[src/rtl/cis_pkg.sv]
package cis_pkg;
    typedef enum logic [1:0] {
        FL_IDLE  = 2'd0,
        FL_PEND  = 2'd1,
        FL_ARMED = 2'd2
    } flag_st_e;

    localparam int REG_W     = 8;
    localparam int NUM_FLAGS = 2;
    localparam int FR_BIT    = 0;
    localparam int THR_BIT   = 1;
    localparam int CD_BIT    = 2;
endpackage

[src/rtl/cis_sync_edge.sv]
module cis_sync_edge #(
    parameter int STAGES = 2
) (
    input  logic clk,
    input  logic rst_n,
    input  logic async_i,
    output logic edge_o
);
    logic [STAGES-1:0] chain_q;
    logic              prev_q;

    generate
        for (genvar s = 0; s < STAGES; s++) begin : g_stage
            if (s == 0) begin : g_first
                always_ff @(posedge clk or negedge rst_n) begin
                    if (!rst_n) chain_q[0] <= 1'b0;
                    else        chain_q[0] <= async_i;
                end
            end else begin : g_rest
                always_ff @(posedge clk or negedge rst_n) begin
                    if (!rst_n) chain_q[s] <= 1'b0;
                    else        chain_q[s] <= chain_q[s-1];
                end
            end
        end
    endgenerate

    always_ff @(posedge clk or negedge rst_n) begin
        if (!rst_n) prev_q <= 1'b0;
        else        prev_q <= chain_q[STAGES-1];
    end

    always_comb edge_o = chain_q[STAGES-1] ^ prev_q;
endmodule

[src/rtl/cis_flag_fsm.sv]
module cis_flag_fsm
    import cis_pkg::*;
(
    input  logic clk,
    input  logic rst_n,
    input  logic set_ev,
    input  logic rd_hit,
    input  logic wr_zero,
    output logic flag_o
);
    flag_st_e st_q, st_d;

    always_ff @(posedge clk or negedge rst_n) begin
        if (!rst_n) st_q <= FL_IDLE;
        else        st_q <= st_d;
    end

    always_comb begin
        st_d = st_q;
        unique case (st_q)
            FL_IDLE: begin
                if (set_ev) st_d = FL_PEND;
            end
            FL_PEND: begin
                if (set_ev)      st_d = FL_PEND;
                else if (rd_hit) st_d = FL_ARMED;
            end
            FL_ARMED: begin
                if (set_ev)       st_d = FL_PEND;
                else if (wr_zero) st_d = FL_IDLE;
            end
            default: st_d = FL_IDLE;
        endcase
    end

    always_comb flag_o = (st_q != FL_IDLE);
endmodule

[src/rtl/mcard_irq_stat.sv]
module mcard_irq_stat
    import cis_pkg::*;
#(
    parameter int SYNC_STAGES = 2
) (
    input  logic             clk,
    input  logic             rst_n,
    input  logic             reg_sel,
    input  logic             reg_rd,
    input  logic             reg_wr,
    input  logic [REG_W-1:0] reg_wdata,
    output logic [REG_W-1:0] reg_rdata,
    input  logic             card_id_raw,
    input  logic             cd_irq_en,
    input  logic             frdy_irq_en,
    input  logic             dma_en,
    input  logic             fifo_meets,
    output logic             irq
);
    localparam int FLAG_POS [NUM_FLAGS] = '{FR_BIT, CD_BIT};

    logic                 card_edge;
    logic [NUM_FLAGS-1:0] set_ev;
    logic [NUM_FLAGS-1:0] flags;
    logic [REG_W-1:0]     zero_wr;
    logic                 rd_hit;
    logic                 thr_q;
    logic                 irq_q;

    cis_sync_edge #(.STAGES(SYNC_STAGES)) u_sync (
        .clk     (clk),
        .rst_n   (rst_n),
        .async_i (card_id_raw),
        .edge_o  (card_edge)
    );

    always_comb begin
        rd_hit    = reg_sel & reg_rd;
        zero_wr   = {REG_W{reg_sel & reg_wr}} & ~reg_wdata;
        set_ev[0] = frdy_irq_en & dma_en & ~fifo_meets;
        set_ev[1] = cd_irq_en & card_edge;
    end

    generate
        for (genvar g = 0; g < NUM_FLAGS; g++) begin : g_flag
            cis_flag_fsm u_fsm (
                .clk     (clk),
                .rst_n   (rst_n),
                .set_ev  (set_ev[g]),
                .rd_hit  (rd_hit),
                .wr_zero (zero_wr[FLAG_POS[g]]),
                .flag_o  (flags[g])
            );
        end
    endgenerate

    always_ff @(posedge clk or negedge rst_n) begin
        if (!rst_n) begin
            thr_q <= 1'b1;
            irq_q <= 1'b0;
        end else begin
            thr_q <= ~fifo_meets;
            irq_q <= |flags;
        end
    end

    always_comb begin
        reg_rdata          = '0;
        reg_rdata[FR_BIT]  = flags[0];
        reg_rdata[THR_BIT] = thr_q;
        reg_rdata[CD_BIT]  = flags[1];
        irq                = irq_q;
    end
endmodule

[config.mk]
export PLATFORM = sky130hd
export DESIGN_NAME = mcard_irq_stat
export DESIGN_NICKNAME = d
export VERILOG_FILES = /design/src/rtl/cis_pkg.sv /design/src/rtl/cis_sync_edge.sv /design/src/rtl/cis_flag_fsm.sv /design/src/rtl/mcard_irq_stat.sv
export SDC_FILE = /design/constraint.sdc
export NUM_CORES = 1
export LEC_CHECK = 0
export ABC_AREA = 1
export BUFFER_PORTS_ARGS = -buffer_cell sky130_fd_sc_hd__buf_2
export CORE_MARGIN = 2
export CORE_UTILIZATION = 30
export CTS_BUF_LIST = sky130_fd_sc_hd__clkbuf_2
export DETAILED_ROUTE_END_ITERATION = 12
export SLEW_MARGIN = 40
export SYNTH_ARGS = -nofsm -noshare
export SYNTH_HDL_FRONTEND = slang
export SYNTH_SLANG_ARGS = --single-unit
[constraint.sdc]
create_clock -name clk -period 1.1 [get_ports clk]
set_clock_uncertainty 0.1 [all_clocks]
set_input_delay 0.165 -clock clk [delete_from_list [all_inputs] [get_ports clk]]
set_output_delay 0.165 -clock clk [all_outputs]
set_load 0.05 [all_outputs]
==> results of run 1 <==
[path summary, 6_finish.rpt]
path | slack [ns] | depth (start not counted) | end | start
worst max-delay path | -0.09 | 3 | reg_rdata[2] | g_flag[1].u_fsm.st_q[1]
worst min-delay path | 0.16 | 4 | g_flag[1].u_fsm.st_q[0] | reg_rd
worst max register to register | -0.01 | 8 | g_flag[0].u_fsm.st_q[1] | g_flag[0].u_fsm.st_q[1]
worst min register to register | 0.25 | 0 | u_sync.chain_q[1] | u_sync.chain_q[0]
max in group asynchronous | 0.47 | 2 | thr_q | rst_n
min in group asynchronous | 0.20 | 2 | irq | rst_n
[sequential cells by signal, summed over array words and instances, names as in the netlist]
name and count:
u_sync.prev_q 1, irq 1, u_sync.chain_q 2, thr_q 1, g_flag.u_fsm.st_q 4
[where the power goes]
group	internal (mW)	switching, mW
Clock	0.0967	0.108
Combinational	0.450	0.625
Sequential	0.415	0.0511
Total	0.962	0.784
[cells in the final DEF, fill, tap and decap left out, drive strengths merged]
cell type,count
nand4,4
nor2,4
inv,9
buf,24
dfstp,1
nand2,20
conb,5
nand3,8
dfrtp,8
dlygate4sd3,3
clkbuf,4
[cell type report]
type / count / area, sq um
clock buffers: 4 / 20.0
inverters: 9 / 33.8
well taps: 16 / 20.0
multi-input cells: 41 / 219
fillers: 152 / 800
flip-flops and latches: 9 / 226
repair buffers: 27 / 205
[through the flow]
step,area [sq um],cells
finish,724,106
CTS,692,105
detailed placement,567,93
floorplan,509,67
global route,724,106
global placement,567,93
[worst max-delay path: stages, from the launching register on]
cell and delay (ns):
dfrtp_1 0.40, inv_2 0.07, nand2_2 0.06, buf_6 0.15
[logic make-up after synthesis]
group | after synthesis | synth area share [%]
AND/OR/NAND/NOR | 36 | 34.4
buffers and inverters | 17 | 19.0
flip-flops | 9 | 45.8
other | 1 | 0.759
[metal layers]
| metal | global-route usage [%] | vias to the layer above | part of all wire [%] |
|---|---|---|---|
| met1 | 11.6 | 223 | 35 |
| met4 | 1.82 | 0 | 0 |
| met5 | 0 | - | 0 |
| met2 | 22.6 | 15 | 58 |
| li1 | - | 235 | - |
| met3 | 5.31 | 0 | 6.3 |
[repair_timing]
action	4_1_cts	5_1_grt
endpoints found under the setup margin	4	8
pin swaps	1	2
hold endpoints to repair	11	0
buffers inserted	5	1
resized for setup	13	6
hold buffers	3	0
==> results_dict.tcl, run 1 <==
set metrics [dict create \
    cts_num_sinks 9 \
    portBuffers 15 \
    ant_nets 0 \
    post_drt_wl_per_cell_microns 9.70 \
    rows 14 \
    cts_buffer_depth 2 \
    vias 473 \
    ys_warn_count 0 \
    nets 109 \
    synthDominantCellAreaShare_pct 40.5 \
    yosysTopAreaCell "dfrtp_1" \
    grt_pass1_vias 460 \
    synth.most_common_cell "nand2_1" \
    synthesis.area_sq_um 494 \
    ys_top_cells_by_count "nand2_1, buf_4, dfrtp_1" \
    tns_ns -0.256 \
    fin_crit_ns 1.19 \
    initial_core_util_pct 32.4 \
    postLayoutCoreUtil_pct 47.5 \
    preCtsSetupSlack_ns 0.0327 \
    max_cap_viol_count 0 \
    synth.ff_latch_count 9 \
    area_delta_synth_final_pct 46.6 \
    critPathKind "flip-flop to primary output" \
    die_w_microns 44.6 \
    critPathCaptureType "primary output" \
    required_ns 0.83 \
    hp-class "input port to flip-flop" \
    place_congestion 0.727 \
    clock_latency_ns 0.24 \
    cts_root_buffer "clkbuf_2" \
    critPathArrivalTime_ns 0.92 \
    vdd_drop_max_uv 1100 \
    crit_path_max_fanout 2 \
    coreArea_sq_um 1520 \
    max_freq_mhz 842 \
    yosysSeqAreaShare_pct 45.8 \
    drt_first_pass_iters 4 \
    synthDistinctLibCells 12 \
    synth_edf_count 0 \
    total_power_mw 1.75 \
    wl_mm 1.03 \
    syn_inst 63 \
    antennaDiodeCount 0 \
    grt_pass1_wl_mm 1.73 \
    antenna_found_initial 0 \
    drc_errors 0 \
    power.leakage_nw 0.407 \
    cp-start-kind "flip-flop" \
    fin_crit_sh_pct 108 \
    syn_area_per_cell_sq_um 7.84 \
    io_pins 27 \
    hold_viol 0 \
    hold_ws_ns 0.156 \
    worst_slack_ns -0.0874 \
    dieArea_sq_um 1990 \
    dp_hpwl_microns 702 \
    ys_top_cells_by_area "dfrtp_1, nand2_1, buf_4" \
    violations "negative setup slack" \
    powerDensity_nw_per_um2 2410 \
    drive_above_1_share_pct 48.9 \
    chipHeight_microns 44.6 \
    rsz0062_at_grt "yes" \
    ys.flop_type "dfrtp_1" \
    path_clk_slew_ns 0.08 \
    async_reset_ff_share_pct 100 \
    grt_usage_pct 11.8 \
    ctsHtreeMaxLevel 1 \
    status "finished with violations" \
    grt_overflow 0 \
    cts_tree "yes" \
    cts_buffers 3 \
    grt_max_degree 10 \
    finalSetupViolations 4 \
    drv_slew 0 \
    avgViaCountPerCell 4.46 \
    drtIter0Drc 3 \
]
Power figures use the tool's default switching activity.
==> run 2, diff against run 1 <==
==> constraint.sdc (replaced) <==
create_clock -name clk -period 1.4 [get_ports clk]
set_clock_uncertainty 0.1 [all_clocks]
set_input_delay 0.21 -clock clk [delete_from_list [all_inputs] [get_ports clk]]
set_output_delay 0.21 -clock clk [all_outputs]
set_load 0.05 [all_outputs]
==> results_dict.tcl, run 2 (synthesis results as in run 1) <==
set metrics [dict create \
    pwr-share-seq_pct 32.6 \
    portBuffers 15 \
    status "finished clean" \
    max_freq_mhz 754 \
    cts_root_buffer "clkbuf_2" \
    combPwrFrac_pct 53.6 \
    hp-class "input port to flip-flop" \
    vias 425 \
    max_cap_viol_count 0 \
    crit_path_max_fanout 4 \
    avgViaCountPerCell 4.29 \
    final_common_cell "nand2_1" \
    rr_worst_depth 6 \
    dp_hpwl_microns 636 \
    grt_pass1_wl_mm 1.34 \
    postLayoutCoreUtil_pct 40.3 \
    critPathKind "flip-flop to primary output" \
    critPathCaptureType "primary output" \
    worstReg2RegEnd "g_flag[1].u_fsm.st_q[0]" \
    nets 102 \
    hold_ws_ns 0.209 \
    rows 14 \
    antennaDiodeCount 0 \
    min_from "reg_rd" \
    initial_core_util_pct 32.4 \
    total_power_mw 1.14 \
    cpPeakStageDelay_ns 0.42 \
    p_int_mw 0.603 \
    tns_ns 0 \
    grt_usage_pct 9.11 \
    p_sw_share_pct 47.0 \
    power.leakage_nw 0.355 \
    ctsHtreeMaxLevel 1 \
    startpoint "g_flag[0].u_fsm.st_q[1]" \
    drtIter0Drc 7 \
    required_ns 1.09 \
    cts_buffer_depth 2 \
    cts_tree "yes" \
    critPathArrivalTime_ns 1.02 \
    area_delta_synth_final_pct 24.3 \
    clkPwrFrac_pct 13.8 \
    dieArea_sq_um 1990 \
    place_congestion 0.714 \
    grt_overflow 0 \
    regToRegSetupSlack_ns 0.33 \
    drive_above_1_share_pct 36.1 \
    cts_num_sinks 9 \
    clock_latency_ns 0.23 \
    cp_cell_sequence "inv_2 -> nand2_1 -> buf_4" \
    final_cell_mix "nand2_1, buf_2, dfrtp_1" \
    path_clk_slew_ns 0.08 \
    p_sw_mw 0.535 \
    cp-start-kind "flip-flop" \
    post_drt_wl_per_cell_microns 8.20 \
    chipHeight_microns 44.6 \
    die_w_microns 44.6 \
    hold_viol 0 \
    grt_pass1_vias 376 \
    reg.largest.list "g_flag.u_fsm.st_q: 4 flops, u_sync.chain_q: 2 flops" \
    grt_max_degree 10 \
    timing.rr.start "u_sync.chain_q[1]" \
    holdPathEnd "g_flag[1].u_fsm.st_q[0]" \
    powerDensity_nw_per_um2 1850 \
    cts_buffers 3 \
    worst_path_max_delay_cell "dfrtp_1" \
    coreArea_sq_um 1520 \
    place_area_sq_um 544 \
    rsz0062_at_grt "no" \
    ant_nets 0 \
    wl_microns 812 \
    fin_crit_sh_pct 94.8 \
    antenna_found_initial 0 \
    regMostFlops "g_flag.u_fsm.st_q" \
    vdd_drop_max_uv 844 \
    largest_reg_flops 4 \
    finalSetupViolations 0 \
    io_pins 27 \
    drt_first_pass_iters 3 \
    fin_area_sq_um 614 \
    min_path_cells 4 \
    drv_slew 0 \
    drc_errors 0 \
    fin_crit_ns 1.33 \
]
==> run 2: changes by cell type in the layout (fill, tap and decap cells not counted), sizes merged <==
| cell | delta |
|---|---|
| buf | -7 |
==> run 2: power groups by stage <==
stage	logic, mW	registers (mW)	clock network (mW)
2_1_floorplan	0.464	0.405	0
3_3_place_gp	0.530	0.380	0
3_5_place_dp	0.538	0.382	0
4_1_cts	0.559	0.377	0.168
5_1_grt	0.671	0.380	0.179
6_report	0.610	0.372	0.157
==> run 2: final cells by class <==
cell class,count,area [sq um]
Inverter,9,33.8
Sequential cell,9,226
Tap cell,16,20.0
Clock buffer,4,20.0
Multi-Input combinational cell,41,189
Fill cell,158,910
Timing Repair Buffer,20,125
==> run 2: stage by stage <==
stage | worst slack [ns] | instances
3_5_place_dp | 0.283 | 90
3_3_place_gp | 0.297 | 90
2_1_floorplan | 0.368 | 67
5_1_grt | 0.00406 | 99
6_report | 0.0731 | 99
4_1_cts | 0.0274 | 97
==> run 2: worst max-delay path by stage <==
stage,depth (start not counted),slack (ns),endpoint
detailed placement,3,0.28,reg_rdata[0]
floorplan,3,0.37,reg_rdata[0]
global route,3,0.004,reg_rdata[0]
finish,3,0.07,reg_rdata[0]
global placement,3,0.30,reg_rdata[0]
CTS,3,0.03,reg_rdata[0]
==> run 2: routing by layer <==
| metal | part of all wire, % | track usage [%] | wire length [microns] |
|---|---|---|---|
| met1 | 42 | 10.1 | 341 |
| met3 | 9.5 | 6.12 | 77 |
| met4 | 0 | 1.82 | 0 |
| met2 | 49 | 14.5 | 394 |
| met5 | 0 | 0 | 0 |
==> run 2: worst max-delay path: cells and delay by family (launching register included) <==
kind,cells,cell delay (ns)
DFF,1,0.42
buffers and inverters,2,0.29
and+or+nand+nor,1,0.07
==> run 2: repair_timing <==
| item | CTS | global route |
|---|---|---|
| setup endpoints to repair | 1 | 2 |
| buffers inserted | 0 | 2 |
| hold buffers | 3 | 0 |
| endpoints found under the hold margin | 11 | 0 |
| gates resized for setup | 1 | 2 |
==> run 3, diff against run 2 <==
==> constraint.sdc (replaced) <==
create_clock -name clk -period 1.2 [get_ports clk]
set_clock_uncertainty 0.1 [all_clocks]
set_input_delay 0.18 -clock clk [delete_from_list [all_inputs] [get_ports clk]]
set_output_delay 0.18 -clock clk [all_outputs]
set_load 0.05 [all_outputs]
==> results_dict.tcl, run 3 (synthesis results as in run 1) <==
set metrics [dict create \
    cp.depth 3 \
    die_w_microns 44.6 \
    critPathBufInv 2 \
    coreArea_sq_um 1520 \
    hold_viol 0 \
    max_freq_mhz 837 \
    wl_microns 885 \
    vdd_drop_max_uv 1190 \
    cts_buffers 3 \
    grt_overflow 0 \
    fin_cells 105 \
    antennaDiodeCount 0 \
    nets 108 \
    critPathCaptureType "primary output" \
    cts_num_sinks 9 \
    grt_pass1_wl_mm 1.54 \
    min_path_cells 4 \
    worst_path_max_delay_cell "dfrtp_1" \
    largest_reg_flops 4 \
    tns_ns 0 \
    top_usage_layer "met2" \
    rr_worst_depth 8 \
    initial_core_util_pct 32.4 \
    critPathArrivalTime_ns 0.92 \
    postLayoutCoreUtil_pct 44.7 \
    cp-start-kind "flip-flop" \
    globalRouteMet3Util_pct 4.90 \
    clock_latency_ns 0.24 \
    crit_path_max_fanout 2 \
    cts_buffer_depth 2 \
    cts_root_buffer "clkbuf_2" \
    portBuffers 15 \
    dp_hpwl_microns 631 \
    status "finished clean" \
    hp-class "input port to flip-flop" \
    power.leakage_nw 0.389 \
    drc_errors 0 \
    multi_input_area_sq_um 194 \
    final_cell_mix "nand2_1, buf_2, dfrtp_1, buf_4, nand3_1" \
    cp_cell_sequence "inv_2 -> nand2_2 -> buf_6" \
    grt_usage_pct 10.4 \
    place_inst 90 \
    antenna_found_initial 0 \
    max_cap_viol_count 0 \
    ant_nets 0 \
    powerDensity_nw_per_um2 2220 \
    crit_family "flip-flops" \
    hold_ws_ns 0.173 \
    regMostFlops "g_flag.u_fsm.st_q" \
    grt_max_degree 10 \
    vias 459 \
    worst_slack_ns 0.00485 \
    reg.largest.list "g_flag.u_fsm.st_q: 4 flops, u_sync.chain_q: 2 flops" \
    dieArea_sq_um 1990 \
    final_common_cell "nand2_1" \
    place_area_sq_um 544 \
    drtIter0Drc 6 \
    rsz0062_at_grt "yes" \
    io_pins 27 \
    fin_crit_ns 1.20 \
    drv_slew 0 \
    chipHeight_microns 44.6 \
    drive_above_1_share_pct 43.8 \
    cpPeakStageDelay_ns 0.40 \
    cts_tree "yes" \
    critPathKind "flip-flop to primary output" \
    grt_pass1_vias 432 \
    seq_area_sq_um 226 \
    drt_first_pass_iters 3 \
    fillers 154 \
    fin_crit_sh_pct 99.6 \
    regToRegSetupSlack_ns 0.09 \
    area_delta_synth_final_pct 38.0 \
    fin_area_sq_um 682 \
    grt_use_met2_pct 18.3 \
    rows 14 \
    required_ns 0.92 \
    total_power_mw 1.51 \
    post_drt_wl_per_cell_microns 8.43 \
    grtUsageMet1_pct 11.4 \
    place_congestion 0.714 \
    preCtsSetupSlack_ns 0.113 \
    ctsHtreeMaxLevel 1 \
    finalSetupViolations 0 \
    path_clk_slew_ns 0.08 \
    avgViaCountPerCell 4.37 \
]
==> run 3: cell count changes in the layout (fill, tap and decap cells not counted), sizes merged <==
| cell | previous run | this run |
|---|---|---|
| buf | 17 | 23 |
==> run 3: cell type report <==
| class | count | share of cell area, % |
|---|---|---|
| clock buffer | 4 | 2.94 |
| inverter | 9 | 4.95 |
| multi-input combinational | 41 | 28.4 |
| sequential | 9 | 33.2 |
| tap | 16 | 2.94 |
| timing repair buffer | 26 | 27.5 |
==> run 3: final timing paths <==
kind / startpoint / to
min: reg_rd / g_flag[1].u_fsm.st_q[0]
max reg2reg: g_flag[0].u_fsm.st_q[1] / g_flag[0].u_fsm.st_q[1]
min reg2reg: u_sync.chain_q[0] / u_sync.chain_q[1]
max in group asynchronous: rst_n / thr_q
max: g_flag[1].u_fsm.st_q[0] / reg_rdata[2]
min in group asynchronous: rst_n / u_sync.chain_q[1]
==> run 3: worst min-delay path: cells and delay by family <==
kind / cells / cell delay [ns]
and+or+nand+nor: 3 / 0.22
buffers and inverters: 1 / 0.07
==> run 3: what timing repair did <==
| action | CTS | global route |
|---|---|---|
| hold buffers | 3 | 0 |
| setup endpoints to repair | 3 | 3 |
| gates resized for setup | 10 | 0 |
| pin swaps | 0 | 0 |
| buffers inserted | 7 | 1 |
| hold endpoints to repair | 11 | 0 |
==> run 3: layer usage <==
layer / routed length, microns / share of wire, %
met1: 331 / 37
met2: 482 / 54
met3: 71 / 8.0
met4: 0 / 0
met5: 0 / 0
==> run 3: power breakdown <==
group	switching, mW	internal (mW)	leakage, nW
logic	0.532	0.366	0.267
registers	0.0463	0.380	0.106
clock network	0.0975	0.0886	0.0166
